<file path="config.mk">
export PLATFORM = sky130hd
export DESIGN_NAME = fp_imm_load_unit
export DESIGN_NICKNAME = d
export VERILOG_FILES = /design/src/rtl/fpimm_pkg.sv /design/src/rtl/fpimm_decode.sv /design/src/rtl/fpimm_narrow.sv /design/src/rtl/fpimm_widen.sv /design/src/rtl/fp_imm_load_unit.sv
export SDC_FILE = /design/constraint.sdc
export NUM_CORES = 1
export LEC_CHECK = 0
export BUFFER_PORTS_ARGS = -buffer_cell sky130_fd_sc_hd__buf_4
export CORE_MARGIN = 2
export CORE_UTILIZATION = 56
export DETAILED_ROUTE_END_ITERATION = 7
export GPL_TIMING_DRIVEN = 1
export PLACE_DENSITY = 0.88
export SYNTH_ARGS = -nofsm -noshare
export SYNTH_HDL_FRONTEND = slang
export SYNTH_SLANG_ARGS = --single-unit
</file>
<file path="constraint.sdc">
create_clock -name clk -period 4.7 [get_ports clk]
set_clock_uncertainty 0.15 [all_clocks]
set_input_delay 0 -clock clk [delete_from_list [all_inputs] [get_ports clk]]
set_output_delay 0 -clock clk [all_outputs]
set_load 0.02 [all_outputs]
</file>
<file path="src/rtl/fpimm_pkg.sv">
package fpimm_pkg;
  localparam int SP_W      = 32;
  localparam int SP_EXP_W  = 8;
  localparam int SP_FRAC_W = 23;
  localparam int DP_W      = 64;
  localparam int DP_EXP_W  = 11;
  localparam int DP_FRAC_W = 52;
  localparam int IMM_W     = 16;
  localparam int INSTR_W   = 32;
  localparam int REG_W     = 5;
  localparam int FRAC_PAD  = DP_FRAC_W - SP_FRAC_W;           // 29
  localparam int BIAS_DIFF = 1023 - 127;                       // 896
  localparam int DENORM_LO = BIAS_DIFF + 1 - SP_FRAC_W;        // 874
  localparam int NORM_MIN  = BIAS_DIFF + 1;                    // 897

  typedef enum logic [1:0] {
    OP_NONE  = 2'd0,
    OP_MOVE  = 2'd1,
    OP_PATCH = 2'd2
  } fpimm_op_e;

  typedef struct packed {
    fpimm_op_e               op;
    logic [REG_W-1:0]        tgt;
    logic [IMM_W-1:0]        imm;
  } fpimm_dec_t;
endpackage

</file>
<file path="src/rtl/fpimm_decode.sv">
module fpimm_decode
  import fpimm_pkg::*;
#(
  parameter logic [5:0] MAJOR_OP = 6'd22,
  parameter logic [4:0] XO_MOVE  = 5'd3,
  parameter logic [4:0] XO_PATCH = 5'd11
) (
  input  logic [INSTR_W-1:0] instr_i,
  output fpimm_dec_t         dec_o
);
  logic [5:0]  major;
  logic [4:0]  minor;
  logic [9:0]  hi_field;
  logic [4:0]  mid_field;
  logic        lo_field;

  always_comb begin
    major     = instr_i[31:26];
    minor     = instr_i[5:1];
    hi_field  = instr_i[15:6];
    mid_field = instr_i[20:16];
    lo_field  = instr_i[0];
    dec_o.tgt = instr_i[25:21];
    dec_o.imm = {hi_field, mid_field, lo_field};
    dec_o.op  = OP_NONE;
    if (major == MAJOR_OP) begin
      if (minor == XO_MOVE)       dec_o.op = OP_MOVE;
      else if (minor == XO_PATCH) dec_o.op = OP_PATCH;
    end
  end
endmodule

</file>
<file path="src/rtl/fpimm_narrow.sv">
module fpimm_narrow
  import fpimm_pkg::*;
(
  input  logic [DP_W-1:FRAC_PAD] dp_hi_i,   // sign, exponent, top 23 fraction bits
  output logic [SP_W-1:0]        sp_o
);
  logic                  sgn;
  logic [DP_EXP_W-1:0]   dexp;
  logic [SP_FRAC_W-1:0]  top_frac;
  logic [SP_FRAC_W:0]    mant;
  logic [4:0]            rshift;
  logic [DP_EXP_W-1:0]   rebased;

  always_comb begin
    sgn      = dp_hi_i[DP_W-1];
    dexp     = dp_hi_i[DP_W-2 -: DP_EXP_W];
    top_frac = dp_hi_i[FRAC_PAD +: SP_FRAC_W];
    rebased  = dexp - DP_EXP_W'(BIAS_DIFF);
    rshift   = 5'(DP_EXP_W'(NORM_MIN) - dexp);
    mant     = {1'b1, top_frac} >> rshift;
    if (&dexp) begin
      sp_o = {sgn, {SP_EXP_W{1'b1}}, top_frac};
    end else if (dexp >= DP_EXP_W'(NORM_MIN)) begin
      sp_o = {sgn, rebased[SP_EXP_W-1:0], top_frac};
    end else if (dexp >= DP_EXP_W'(DENORM_LO)) begin
      sp_o = {sgn, {SP_EXP_W{1'b0}}, mant[SP_FRAC_W-1:0]};
    end else begin
      sp_o = {sgn, {(SP_W-1){1'b0}}};
    end
  end
endmodule

</file>
<file path="src/rtl/fpimm_widen.sv">
module fpimm_widen
  import fpimm_pkg::*;
(
  input  logic [SP_W-1:0] sp_i,
  output logic [DP_W-1:0] dp_o
);
  logic                 sgn;
  logic [SP_EXP_W-1:0]  sexp;
  logic [SP_FRAC_W-1:0] sfrac;
  logic [4:0]           lead;
  logic [4:0]           lshift;
  logic [SP_FRAC_W-1:0] nfrac;

  always_comb begin
    sgn   = sp_i[SP_W-1];
    sexp  = sp_i[SP_W-2 -: SP_EXP_W];
    sfrac = sp_i[SP_FRAC_W-1:0];
    lead  = '0;
    for (int i = 0; i < SP_FRAC_W; i++) begin
      if (sfrac[i]) lead = 5'(i);
    end
    lshift = 5'(SP_FRAC_W) - lead;
    nfrac  = sfrac << lshift;
    if (&sexp) begin
      dp_o = {sgn, {DP_EXP_W{1'b1}}, sfrac, {FRAC_PAD{1'b0}}};
    end else if (sexp != '0) begin
      dp_o = {sgn, DP_EXP_W'(sexp) + DP_EXP_W'(BIAS_DIFF), sfrac, {FRAC_PAD{1'b0}}};
    end else if (sfrac != '0) begin
      dp_o = {sgn, DP_EXP_W'(DENORM_LO) + DP_EXP_W'(lead), nfrac, {FRAC_PAD{1'b0}}};
    end else begin
      dp_o = {sgn, {(DP_W-1){1'b0}}};
    end
  end
endmodule

</file>
<file path="src/rtl/fp_imm_load_unit.sv">
module fp_imm_load_unit
  import fpimm_pkg::*;
#(
  parameter logic [5:0] MAJOR_OP = 6'd22,
  parameter logic [4:0] XO_MOVE  = 5'd3,
  parameter logic [4:0] XO_PATCH = 5'd11
) (
  input  logic               clk,
  input  logic               rst_n,
  input  logic               in_valid,
  output logic               in_ready,
  input  logic [INSTR_W-1:0] in_instr,
  input  logic [DP_W-1:0]    in_regval,
  output logic               out_valid,
  input  logic               out_ready,
  output logic [DP_W-1:0]    out_data,
  output logic               out_wen,
  output logic [REG_W-1:0]   out_tgt
);
  fpimm_dec_t        dec;
  logic [SP_W-1:0]   narrowed;
  logic [SP_W-1:0]   merged;
  logic [DP_W-1:0]   widened;
  logic              legal;
  logic              take;

  fpimm_decode #(.MAJOR_OP(MAJOR_OP), .XO_MOVE(XO_MOVE), .XO_PATCH(XO_PATCH)) u_dec (
    .instr_i (in_instr),
    .dec_o   (dec)
  );

  fpimm_narrow u_narrow (
    .dp_hi_i (in_regval[DP_W-1:FRAC_PAD]),
    .sp_o    (narrowed)
  );

  always_comb begin
    if (dec.op == OP_PATCH) merged = {narrowed[SP_W-1:IMM_W], dec.imm};
    else                    merged = {dec.imm, {IMM_W{1'b0}}};
  end

  fpimm_widen u_widen (
    .sp_i (merged),
    .dp_o (widened)
  );

  assign legal    = (dec.op != OP_NONE);
  assign in_ready = !out_valid || out_ready;
  assign take     = in_valid && in_ready;

  always_ff @(posedge clk or negedge rst_n) begin
    if (!rst_n) begin
      out_valid <= 1'b0;
      out_data  <= '0;
      out_wen   <= 1'b0;
      out_tgt   <= '0;
    end else if (in_ready) begin
      out_valid <= in_valid;
      if (in_valid) begin
        out_data <= legal ? widened : '0;
        out_wen  <= legal;
        out_tgt  <= dec.tgt;
      end
    end
  end

  assert_hold_R10: assert property (@(posedge clk) disable iff (!rst_n)
    out_valid && !out_ready |=> out_valid && $stable(out_data) && $stable(out_wen) && $stable(out_tgt));

  assert_latency_R9: assert property (@(posedge clk) disable iff (!rst_n)
    take |=> out_valid);

  assert_bad_major_R8: assert property (@(posedge clk) disable iff (!rst_n)
    take && (in_instr[31:26] != MAJOR_OP) |=> !out_wen && out_data == '0);

  assert_move_sign_R2: assert property (@(posedge clk) disable iff (!rst_n)
    take && in_instr[31:26] == MAJOR_OP && in_instr[5:1] == XO_MOVE
    |=> out_wen && out_data[DP_W-1] == $past(in_instr[15]));

  assert_inf_nan_R4: assert property (@(posedge clk) disable iff (!rst_n)
    take && in_instr[31:26] == MAJOR_OP && in_instr[5:1] == XO_MOVE && (&in_instr[14:7])
    |=> &out_data[62:52]);

  assert_truncate_R6: assert property (@(posedge clk) disable iff (!rst_n)
    take && in_instr[5:1] == XO_PATCH && in_regval[FRAC_PAD-1:0] != '0
    |=> out_data[FRAC_PAD-1:0] == '0);
endmodule

</file>
; ---- Yosys cells after proc, flatten, opt, wreduce, memory -nomap -nowiden
; Cells that the tools add are included.
[word_totals]
register_bits = 71
latchBits = 0
ramBits = 0
romBits = 0
output_inout_bits = 72
n_memories = 0
[classes]
n_addsub = 5
multipliers = 0
n_lt_le_gt_ge = 2
n_bitwise = 0
muxes = 33
reduce_logical = 8
n_div = 0
eq_ne = 4
shifts = 2
[op_table]
columns = cell, count
row1 = $mux 63, 3
row2 = $mux 64, 1
row3 = $mux 31, 2
row4 = $mux 5, 7
row5 = $mux 32, 1
row6 = $mux 4, 8
row7 = $shr 24x5->23, 1
row8 = $mux 23, 1
row9 = $reduce_bool 23->1, 1
row10 = $shl 23x5->23, 1
row11 = $ge 11x10->1 const B, 2
row12 = $mux 3, 4
row13 = $add 10x5->11 const A, 1
row14 = $add 8x10->11 const B, 1
row15 = $reduce_and 11->1, 1
row16 = $mux 2, 5
row17 = $reduce_and 8->1, 1
row18 = $reduce_bool 8->1, 1
row19 = $sub 8x8->8 const B, 1
row20 = $eq 6x5->1 const B, 1
row21 = $eq 5x2->1 const B, 1
row22 = $eq 5x4->1 const B, 1
row23 = $sub 1x5->5 const A, 1
row24 = $sub 5x5->5 const A, 1
row25 = 6 further kinds, 6

; ---- Depth between registers and ports, before layout
; Gate-level depths: netlist of the first run.
[logic_depth]
depth_word = 34
depth_mapped = 19
mapped_depth_nobuf = 14

; ---- Hierarchy
; Synthesis of the first run repeated with hierarchy kept, for this count alone.
[unflattened]
cells_unflattened = 940
area_unflattened_um2 = 7614.8
[modules_own_cells]
columns = module, cells_each, seq_area_each_um2, area_each_um2, n_inst
row1 = fp_imm_load_unit, 338, 1776.7, 3295.7, 1
row2 = fpimm_widen, 369, 0.0, 2436.1, 1
row3 = fpimm_narrow, 206, 0.0, 1680.4, 1
row4 = fpimm_decode, 27, 0.0, 202.7, 1

; ---- Worst setup path before layout of the first run
; No wires, ideal clock.
[synth_path]
path_type = input -> register
start = in in_regval[53]
end = reg out_data[45]
path_buffers = 5
cell_stages = 19
arrival_time_ns = 3.240
slack_ns = 1.228
t_required_ns = 4.468
path_cell_list = buf_6 -> inv_1 -> ha_1 -> buf_6 -> nand2b_1 -> a211o_1 -> a31o_2 -> o21a_1 -> buf_2 -> and4bb_2 -> nand3_2 -> ha_1 -> clkbuf_1 -> inv_1 -> nand2_1 -> buf_6 -> nor4_1 -> o21ai_0 -> a31oi_1
[synth_via]
elab_chain_len = 19
elab_cells_between_ends = 26
[synth_rtl]
columns = element, line_no
row1 = start: declaration, fp_imm_load_unit.sv:13  ; input logic [DP_W-1:0] in_regval,
row2 = $sub 1x5->5, fpimm_narrow.sv:19  ; rshift = 5'(DP_EXP_W'(NORM_MIN) - dexp);
row3 = $shr 24x5->23, fpimm_narrow.sv:20  ; mant = {1'b1, top_frac} >> rshift;
row4 = $mux 23, fpimm_narrow.sv:25  ; end else if (dexp >= DP_EXP_W'(DENORM_LO)) begin
row5 = $mux 31, fpimm_narrow.sv:23  ; end else if (dexp >= DP_EXP_W'(NORM_MIN)) begin
row6 = $mux 31 *, fpimm_narrow.sv:21  ; if (&dexp) begin
row7 = $mux 32 *, fp_imm_load_unit.sv:38  ; if (dec.op == OP_PATCH) merged = {narrowed[SP_W-1:IMM_W], dec.imm};
row8 = $mux 5 (7 in a row), fpimm_widen.sv:20  ; if (sfrac[i]) lead = 5'(i);
row9 = $sub 5x5->5, fpimm_widen.sv:22  ; lshift = 5'(SP_FRAC_W) - lead;
row10 = $shl 23x5->23, fpimm_widen.sv:23  ; nfrac = sfrac << lshift;
row11 = $mux 63, fpimm_widen.sv:28  ; end else if (sfrac != '0) begin
row12 = $mux 63, fpimm_widen.sv:26  ; end else if (sexp != '0) begin
row13 = $mux 63 *, fpimm_widen.sv:24  ; if (&sexp) begin
row14 = $mux 64 *, fp_imm_load_unit.sv:60  ; out_data <= legal ? widened : '0;
row15 = end signal: assignment, fp_imm_load_unit.sv:60
row16 = end: declaration, fp_imm_load_unit.sv:16  ; output logic [DP_W-1:0] out_data,
; Every way passes the cells marked *; elsewhere a longest branch is shown, timed or not.
; A chain may end at the register's enable or synchronous reset.

; ---- Worst setup path in the final report of the first run
[layout_path]
start = in in_instr[29]
end = reg out_data[44]
[layout_via]
elab_chain_len = 32
elab_cells_between_ends = 36
[layout_rtl]
columns = element, line_no
row1 = start: declaration, fp_imm_load_unit.sv:12  ; input logic [INSTR_W-1:0] in_instr,
row2 = $eq 6x5->1 *, fpimm_decode.sv:26  ; if (major == MAJOR_OP) begin
row3 = $mux 2 *, fpimm_decode.sv:26
row4 = $eq 2x2->1, fp_imm_load_unit.sv:38
row5 = $mux 32, fp_imm_load_unit.sv:38
row6 = $mux 1, fpimm_widen.sv:20
row7 = $mux 2 (2 in a row), fpimm_widen.sv:20
row8 = $mux 3 (4 in a row), fpimm_widen.sv:20
row9 = $mux 4 (8 in a row), fpimm_widen.sv:20
row10 = $mux 5 (7 in a row), fpimm_widen.sv:20
row11 = $sub 5x5->5, fpimm_widen.sv:22
row12 = $shl 23x5->23, fpimm_widen.sv:23
row13 = $mux 63, fpimm_widen.sv:28
row14 = $mux 63, fpimm_widen.sv:26
row15 = $mux 63, fpimm_widen.sv:24
row16 = $mux 64 *, fp_imm_load_unit.sv:60
; Marked as above.

==> run_results.csv, run 1 <==
group,metric,value,unit
critical_path,startpoint_type,"input pin",
cells_and_area,diodes,0,
timing,post-route-period-util,84.0,%
clocking,cts_buffers,5,
die,fp.coreArea,8720,um^2
clocking,clock_sinks,41,
synthesis,synthArstFlopShare,100,%
routing,vias,6023,
global_routing,grt_max_degree,53,
critical_path,critPathMaxFanout,14,
critical_path,worstReg2RegStart,"out_valid$_DFFE_PN0N_",
die,num_rows,34,
die,die_w,98.9,um
cells_and_area,area_growth,17.4,%
pwr,leakagePower,0.00257,uW
routing,ant_nets,0,
global_routing,grtUsageTotal,38.6,%
global_routing,grt_pass1_vias,5724,
critical_path,startpoint,"in_instr[29]",
global_routing,antenna_found_initial,0,
synthesis,ys.flop_type,"dfrtp_1",
clocking,cts_setup_buffers,0,
synthesis,yosys_register_bits,41,
timing,setup_viol,0,
synthesis,post_synth.cell_area_avg,7.62,um^2
run_status,status,"complete, no violations",
cells_and_area,register_area,1030,um^2
pwr,power,1010,uW
clocking,clk_pin_slew,0.08,ns
synthesis,synth_enable_flop_cells,0,
cells_and_area,multi_input_area,3500,um^2
routing,first_pass_iters,6,
routing,wirelength,19.5,mm
critical_path,cp-end-kind,"flip-flop",
global_routing,grt_pass1_wl,30.3,mm
synthesis,syn_inst,661,
clocking,clock_latency,0.29,ns
timing,tns,0,ns
critical_path,arrival,4.03,ns
hold_path,hold_path.class,"in2async",
timing,finalMaxSlewViolations,0,
cells_and_area,drive_gt1_share,22.2,%
timing,hold_violations,0,
routing,routed_via_density,7.00,
timing,rsz0062_at_grt,"no",
cells_and_area,n_fill_cell,745,
clocking,post_cts_resized,0,
die,initial_utilization,57.8,%
clocking,clk_path_buf_depth,2,
timing,period_needed,3.95,ns
die,ios,172,
synthesis,yosysUniqueCellTypes,97,
timing,worst_pin_slew,0.788,ns
critical_path,required,4.78,ns
synthesis,syn_area,5040,um^2
pwr,power.density,171,nW/um^2
timing,fmax,253,MHz
cells_and_area,nets,856,
clocking,clock-root-buffer,"clkbuf_8",
clocking,cts_tree,"done",
placement,io_buffers,97,
synthesis,ys_seq_area_share,20.4,%
placement,hpwlAfterDp,14.4,mm
die,die_h,98.9,um
timing,maxSlewHeadroom,47.5,%
clocking,htreeDepth,2,
job,cap_violations,0,
pwr,irDropWorstVdd,0.0000979,V
routing,drt-initial-drc-count,799,
routing,post_drt_wl_per_cell,22.6,um
placement,gp_congestion,1.09,
global_routing,grt_overflow_total,0,
critical_path,crit_type,"in2reg",
synthesis,ys_warn_count,0,
routing,drc,0,
die,die-area,9770,um^2
[where the power goes]
group / internal, uW / total (uW) / switching, uW
clock: 155 / 285 / 130
sequential: 362 / 367 / 5.09
combinational: 128 / 358 / 230
total: 644 / 1010 / 366
[through the flow]
stage / utilization (%) / setup WS (ns) / hold slack [ns] / cell area, um^2 / instances
global placement: 64.3 / 0.669 / -0.152 / 5610 / 833
floorplan: - / 1.23 / -0.446 / 5140 / 689
global route: 67.8 / 0.478 / 0.0728 / 5920 / 860
detailed placement: 64.3 / 0.596 / -0.141 / 5610 / 833
finish: 67.8 / 0.750 / 0.0618 / 5920 / 860
CTS: 67.8 / 0.893 / 0.0344 / 5920 / 860
[critical path, stage by stage]
cell,delay (ns)
buf_4,0.10
and4bb_2,0.45
and4_1,0.61
mux2_2,0.43
a31oi_4,0.31
and3_1,0.41
nand2_1,0.16
ha_1,0.33
inv_1,0.16
nand2_1,0.17
nor2_2,0.43
o21ai_0,0.28
nand3_1,0.16
[logic make-up (layout without fill, tap and decap cells)]
family	after synthesis	count (layout)	synth area share, %
simple gates	243	243	23.9
compound gates	242	242	35.8
buf+inv	101	164	12.3
flops	41	41	20.4
mux	28	28	6.43
fa+ha+maj	4	4	0.993
other cells	1	29	0.0744
xor+xnor	1	1	0.174
[area by class of cell]
| cell class | instances | area share (%) |
|---|---|---|
| clock inverters | 2 | 0.592 |
| well taps | 108 | 2.28 |
| multi-input cells | 547 | 59.2 |
| inverters | 21 | 1.33 |
| clock buffers | 5 | 1.16 |
| repair buffers | 136 | 18.1 |
| flip-flops and latches | 41 | 17.3 |
[sequential cells by signal, summed over array words and instances, names as in the netlist]
register   flops
out_data      34
out_wen        1
out_tgt        5
out_valid      1
[cells in the mapped netlist, drive strengths merged (6+ instances only)]
library cell  instances  area share, %
nand4                 8            1.1
and3                  7           0.87
nand2b                8           0.99
and2                  8            1.0
a31oi                16            2.7
o31ai                 7            1.0
o21ai                48            5.2
o2bb2ai               8            1.4
nor2                 46            3.6
buf                  62            9.0
o22ai                 6           0.87
dfrtp                41             20
inv                  20            1.5
nand3                32            3.3
a41oi                 8            1.4
a211oi               13            2.0
nor2b                 9            1.1
o211ai               20            3.0
nor3                 18            1.8
mux2i                17            3.4
a22oi                13            2.0
mux2                  9            2.2
a22o                  7            1.2
nand2                88            6.6
clkbuf               17            1.5
nor4                  8            1.1
a21o                  6           0.92
a21oi                36            4.0
[per-layer routing]
layer / share of wire [%] / vias up / GRT usage [%]
met5: 0 / - / 0
met3: 14 / 104 / 9.79
met2: 43 / 517 / 58.9
met4: 4.9 / 0 / 17.7
met1: 38 / 2781 / 51.5
li1: - / 2621 / -
[worst paths after layout]
kind	cells past startpoint	slack, ns	end
hold reg to reg	2	0.32	out_data[59]$_DFFE_PN0P_
setup / recovery	13	0.75	out_data[44]$_DFFE_PN0P_
min in group clk	4	0.06	out_data[41]$_DFFE_PN0P_
max in group asynchronous	2	3.98	out_data[42]$_DFFE_PN0P_
setup reg to reg	10	1.96	out_data[37]$_DFFE_PN0P_
hold / removal	2	0.06	out_tgt[3]$_DFFE_PN0P_
[cells in the final DEF, fill, tap and decap left out, types with 5 or more instances in the layout]
| master | Yosys | routed |
|---|---|---|
| nand4_1 | 7 | 7 |
| nand2b_1 | 8 | 8 |
| inv_1 | 19 | 19 |
| mux2_2 | 6 | 6 |
| nand2_1 | 87 | 87 |
| o21ai_0 | 38 | 38 |
| nor4_1 | 7 | 7 |
| a22oi_1 | 12 | 12 |
| dfrtp_1 | 41 | 41 |
| a41oi_1 | 8 | 8 |
| a31oi_1 | 13 | 13 |
| nor2b_1 | 9 | 9 |
| conb_1 | 1 | 29 |
| o22ai_1 | 5 | 5 |
| nand3_1 | 31 | 31 |
| and3_1 | 7 | 7 |
| a32oi_1 | 5 | 5 |
| and2_1 | 6 | 6 |
| buf_4 | 33 | 116 |
| o31ai_1 | 7 | 7 |
| a22o_1 | 7 | 7 |
| o211ai_1 | 20 | 20 |
| o21ai_1 | 6 | 6 |
| a21o_1 | 5 | 5 |
| a211oi_1 | 12 | 12 |
| o2bb2ai_1 | 8 | 8 |
| clkbuf_8 | 1 | 5 |
| mux2i_1 | 17 | 17 |
| nor2_1 | 44 | 44 |
| nor3_1 | 18 | 18 |
| dlygate4sd3_1 | 0 | 20 |
| a21oi_1 | 32 | 32 |
[timing repair]
action | 4_1_cts | 5_1_grt
hold buffers | 20 | 0
hold endpoints to repair | 58 | 0
setup endpoints to repair | 0 | 0
No activity file was read; power rests on OpenSTA's default activity.
==> run 2: changes to the inputs <==
--- a/config.mk
+++ b/config.mk
@@ -5,12 +5,13 @@
 export SDC_FILE = /design/constraint.sdc
 export NUM_CORES = 1
 export LEC_CHECK = 0
+export ABC_AREA = 1
 export BUFFER_PORTS_ARGS = -buffer_cell sky130_fd_sc_hd__buf_4
 export CORE_MARGIN = 2
-export CORE_UTILIZATION = 56
+export CORE_UTILIZATION = 51
 export DETAILED_ROUTE_END_ITERATION = 7
 export GPL_TIMING_DRIVEN = 1
-export PLACE_DENSITY = 0.88
+export PLACE_DENSITY = 0.82
 export SYNTH_ARGS = -nofsm -noshare
 export SYNTH_HDL_FRONTEND = slang
 export SYNTH_SLANG_ARGS = --single-unit
==> constraint.sdc (replaced) <==
create_clock -name clk -period 4.1 [get_ports clk]
set_clock_uncertainty 0.15 [all_clocks]
set_input_delay 0 -clock clk [delete_from_list [all_inputs] [get_ports clk]]
set_output_delay 0 -clock clk [all_outputs]
set_load 0.02 [all_outputs]
==> run_results.csv, run 2 <==
group,metric,value,unit
run_status,status,"complete, no violations",
die,initial_utilization,52.8,%
routing,routed_via_density,5.49,
critical_path,worstReg2RegStart,"out_valid$_DFFE_PN0N_",
critical_path,startpoint_type,"input pin",
synthesis,post_synth.cell_area_avg,5.80,um^2
critical_path,startpoint,"in_regval[53]",
timing,worst_pin_slew,0.832,ns
synthesis,ys_warn_count,0,
global_routing,grtUsageTotal,31.0,%
cells_and_area,nets,1002,
critical_path,arrival,3.54,ns
die,die-area,9800,um^2
synthesis,ys_top_cells_by_area,"nand2_1 27%, dfrtp_1 22%, nand3_1 6.7%",
global_routing,grt_max_degree,42,
critical_path,cp-end-kind,"flip-flop",
routing,post_drt_wl_per_cell,15.0,um
global_routing,grt_overflow_total,0,
clocking,cts_buffers,5,
synthesis,synth_top_family_by_area,"simple AND/OR/NAND/NOR gates",
synthesis,synth_compound_area_share,16.3,%
cells_and_area,final_common_cell,"nand2_1",
die,die_h,99.0,um
synthesis,synthMuxAreaShare,0,%
critical_path,crit_type,"in2reg",
clocking,clk_path_buf_depth,2,
routing,first_pass_iters,5,
pwr,power.density,197,nW/um^2
cells_and_area,regMostFlops,"out_data",
placement,io_buffers,97,
cells_and_area,drive_gt1_share,19.8,%
cells_and_area,largest_reg_flops,34,
clocking,clock-root-buffer,"clkbuf_8",
cells_and_area,mostFrequentLayoutCells,"335 x nand2_1, 120 x buf_4, 78 x inv_1",
routing,vias,5532,
synthesis,yosys.area_share.simple,43.3,%
routing,drt-initial-drc-count,518,
die,die_w,99.0,um
clocking,clock_sinks,41,
routing,wirelength,15.1,mm
clocking,post_cts_resized,0,
pwr,leakagePower,0.00325,uW
timing,tns,0,ns
synthesis,yosysUniqueCellTypes,47,
timing,post-route-period-util,85.1,%
critical_path,endpoint,"out_data[46]$_DFFE_PN0P_",
placement,gp_congestion,1.09,
die,ios,172,
timing,fmax,287,MHz
synthesis,synth_xor_area_share,0.381,%
critical_path,r2r_slack,1.71,ns
routing,drc,0,
timing,rsz0062_at_grt,"no",
clocking,htreeDepth,2,
cells_and_area,top_regs,"out_data (34), out_tgt (5)",
global_routing,antenna_found_initial,0,
routing,ant_nets,0,
pwr,power,1100,uW
timing,maxSlewHeadroom,44.1,%
critical_path,reg2reg_depth,5,
synthesis,synthArstFlopShare,100,%
cells_and_area,diodes,0,
clocking,clock_latency,0.30,ns
clocking,clk_pin_slew,0.09,ns
job,cap_violations,0,
global_routing,grt_pass1_vias,5107,
synthesis,syn_area,4600,um^2
timing,setup_viol,0,
synthesis,synth_area_leader_cell,"nand2_1",
die,num_rows,34,
synthesis,synth_top_area_share,27.3,%
timing,period_needed,3.49,ns
synthesis,yosys_register_bits,41,
placement,hpwlAfterDp,11.9,mm
die,fp.coreArea,8720,um^2
cells_and_area,n_fill_cell,853,
synthesis,ys_seq_area_share,22.3,%
critical_path,critPathMaxFanout,13,
cells_and_area,area_growth,20.8,%
pwr,irDropWorstVdd,0.000173,V
clocking,cts_tree,"done",
synthesis,synth_commonest_cells,"335 x nand2_1, 78 x inv_1, 62 x nand3_1, 41 x dfrtp_1, 34 x o21ai_0",
hold_path,hold_path.class,"in2reg",
critical_path,rr_endpoint,"out_data[58]$_DFFE_PN0P_",
synthesis,ys.flop_type,"dfrtp_1",
synthesis,synth_most_common_cell,"nand2_1",
global_routing,grt_pass1_wl,24.4,mm
synthesis,synth_enable_flop_cells,0,
synthesis,synth_adder_area_share,1.09,%
synthesis,syn_inst,794,
timing,hold_violations,0,
timing,finalMaxSlewViolations,0,
critical_path,required,4.15,ns
## run 2: per-layer routing
layer	global-route usage, %	routed length (um)	vias to the layer above
li1	-	-	2680
met1	40.1	6120	2500
met2	50.8	7000	302
met3	5.60	1380	50
met4	13.0	567	0
met5	0	0	-
## run 2: what timing repair did
| action | in CTS | in global routing |
|---|---|---|
| endpoints found under the hold margin | 48 | 0 |
| hold buffers | 9 | 0 |
| buffers inserted | 0 | 0 |
## run 2: power by group
part	internal (uW)	switching (uW)	total [uW]
Combinational	116	208	324
Sequential	413	4.92	418
Clock	198	155	353
## run 2: how the worst min path moves through the flow
stage               cells after the start          from                  endpoint  slack (ns)
CTS                                     4  in_instr[12]  out_data[57]$_DFFE_PN0P_        0.03
global route                            4  in_instr[12]  out_data[57]$_DFFE_PN0P_        0.06
global placement                        1         rst_n  out_data[37]$_DFFE_PN0P_       -0.15
finish                                  4  in_instr[12]  out_data[57]$_DFFE_PN0P_        0.04
floorplan                               0         rst_n  out_data[29]$_DFFE_PN0P_       -0.45
detailed placement                      1         rst_n  out_data[37]$_DFFE_PN0P_       -0.15
## run 2: worst max-delay path: stages
cell and delay [ns]:
buf_4 0.14, clkinv_2 0.13, ha_1 0.27, a21oi_1 0.17
a21oi_1 0.09, nor4_1 0.31, nand2_1 0.16, inv_2 0.10
nand2_1 0.05, o211ai_1 0.09, o21ai_1 0.14, inv_1 0.23
nor2_1 0.09, nand2_1 0.12, inv_2 0.06, a21oi_4 0.15
inv_2 0.12, buf_4 0.20, nor2_2 0.25, nand3_1 0.12
nand2_1 0.09, inv_2 0.03, nand2_1 0.07, nand2_1 0.07
nand2_1 0.06, nand2_1 0.07, nand2_1 0.07, nand2_1 0.06
## run 2: cells by family (layout without fill, tap and decap cells)
group	Yosys count	after routing
flops	41	41
fa+ha+maj	4	4
simple gates	466	466
compound gates	124	124
xor+xnor	2	2
buf+inv	156	233
other cells	1	29
## run 2: area by class of cell
| type | instances | area [um^2] | area share [%] |
|---|---|---|---|
| multi-input combinational | 625 | 2920 | 52.6 |
| sequential | 41 | 1030 | 18.4 |
| timing repair buffer | 129 | 991 | 17.8 |
| inverter | 96 | 367 | 6.59 |
| tap | 108 | 135 | 2.43 |
| clock buffer | 6 | 82.6 | 1.48 |
| clock inverter | 2 | 37.5 | 0.675 |
## run 2: per-stage QoR
step / std cells / worst slack (ns) / util [%] / hold slack (ns) / cell area (um^2)
6_report: 1007 / 0.610 / 63.8 / 0.0399 / 5560
3_3_place_gp: 990 / 0.496 / 61.4 / -0.151 / 5350
3_5_place_dp: 990 / 0.381 / 61.4 / -0.147 / 5350
4_1_cts: 1007 / 0.676 / 63.8 / 0.0294 / 5560
2_1_floorplan: 822 / 0.899 / - / -0.446 / 4710
5_1_grt: 1007 / 0.298 / 63.8 / 0.0578 / 5560
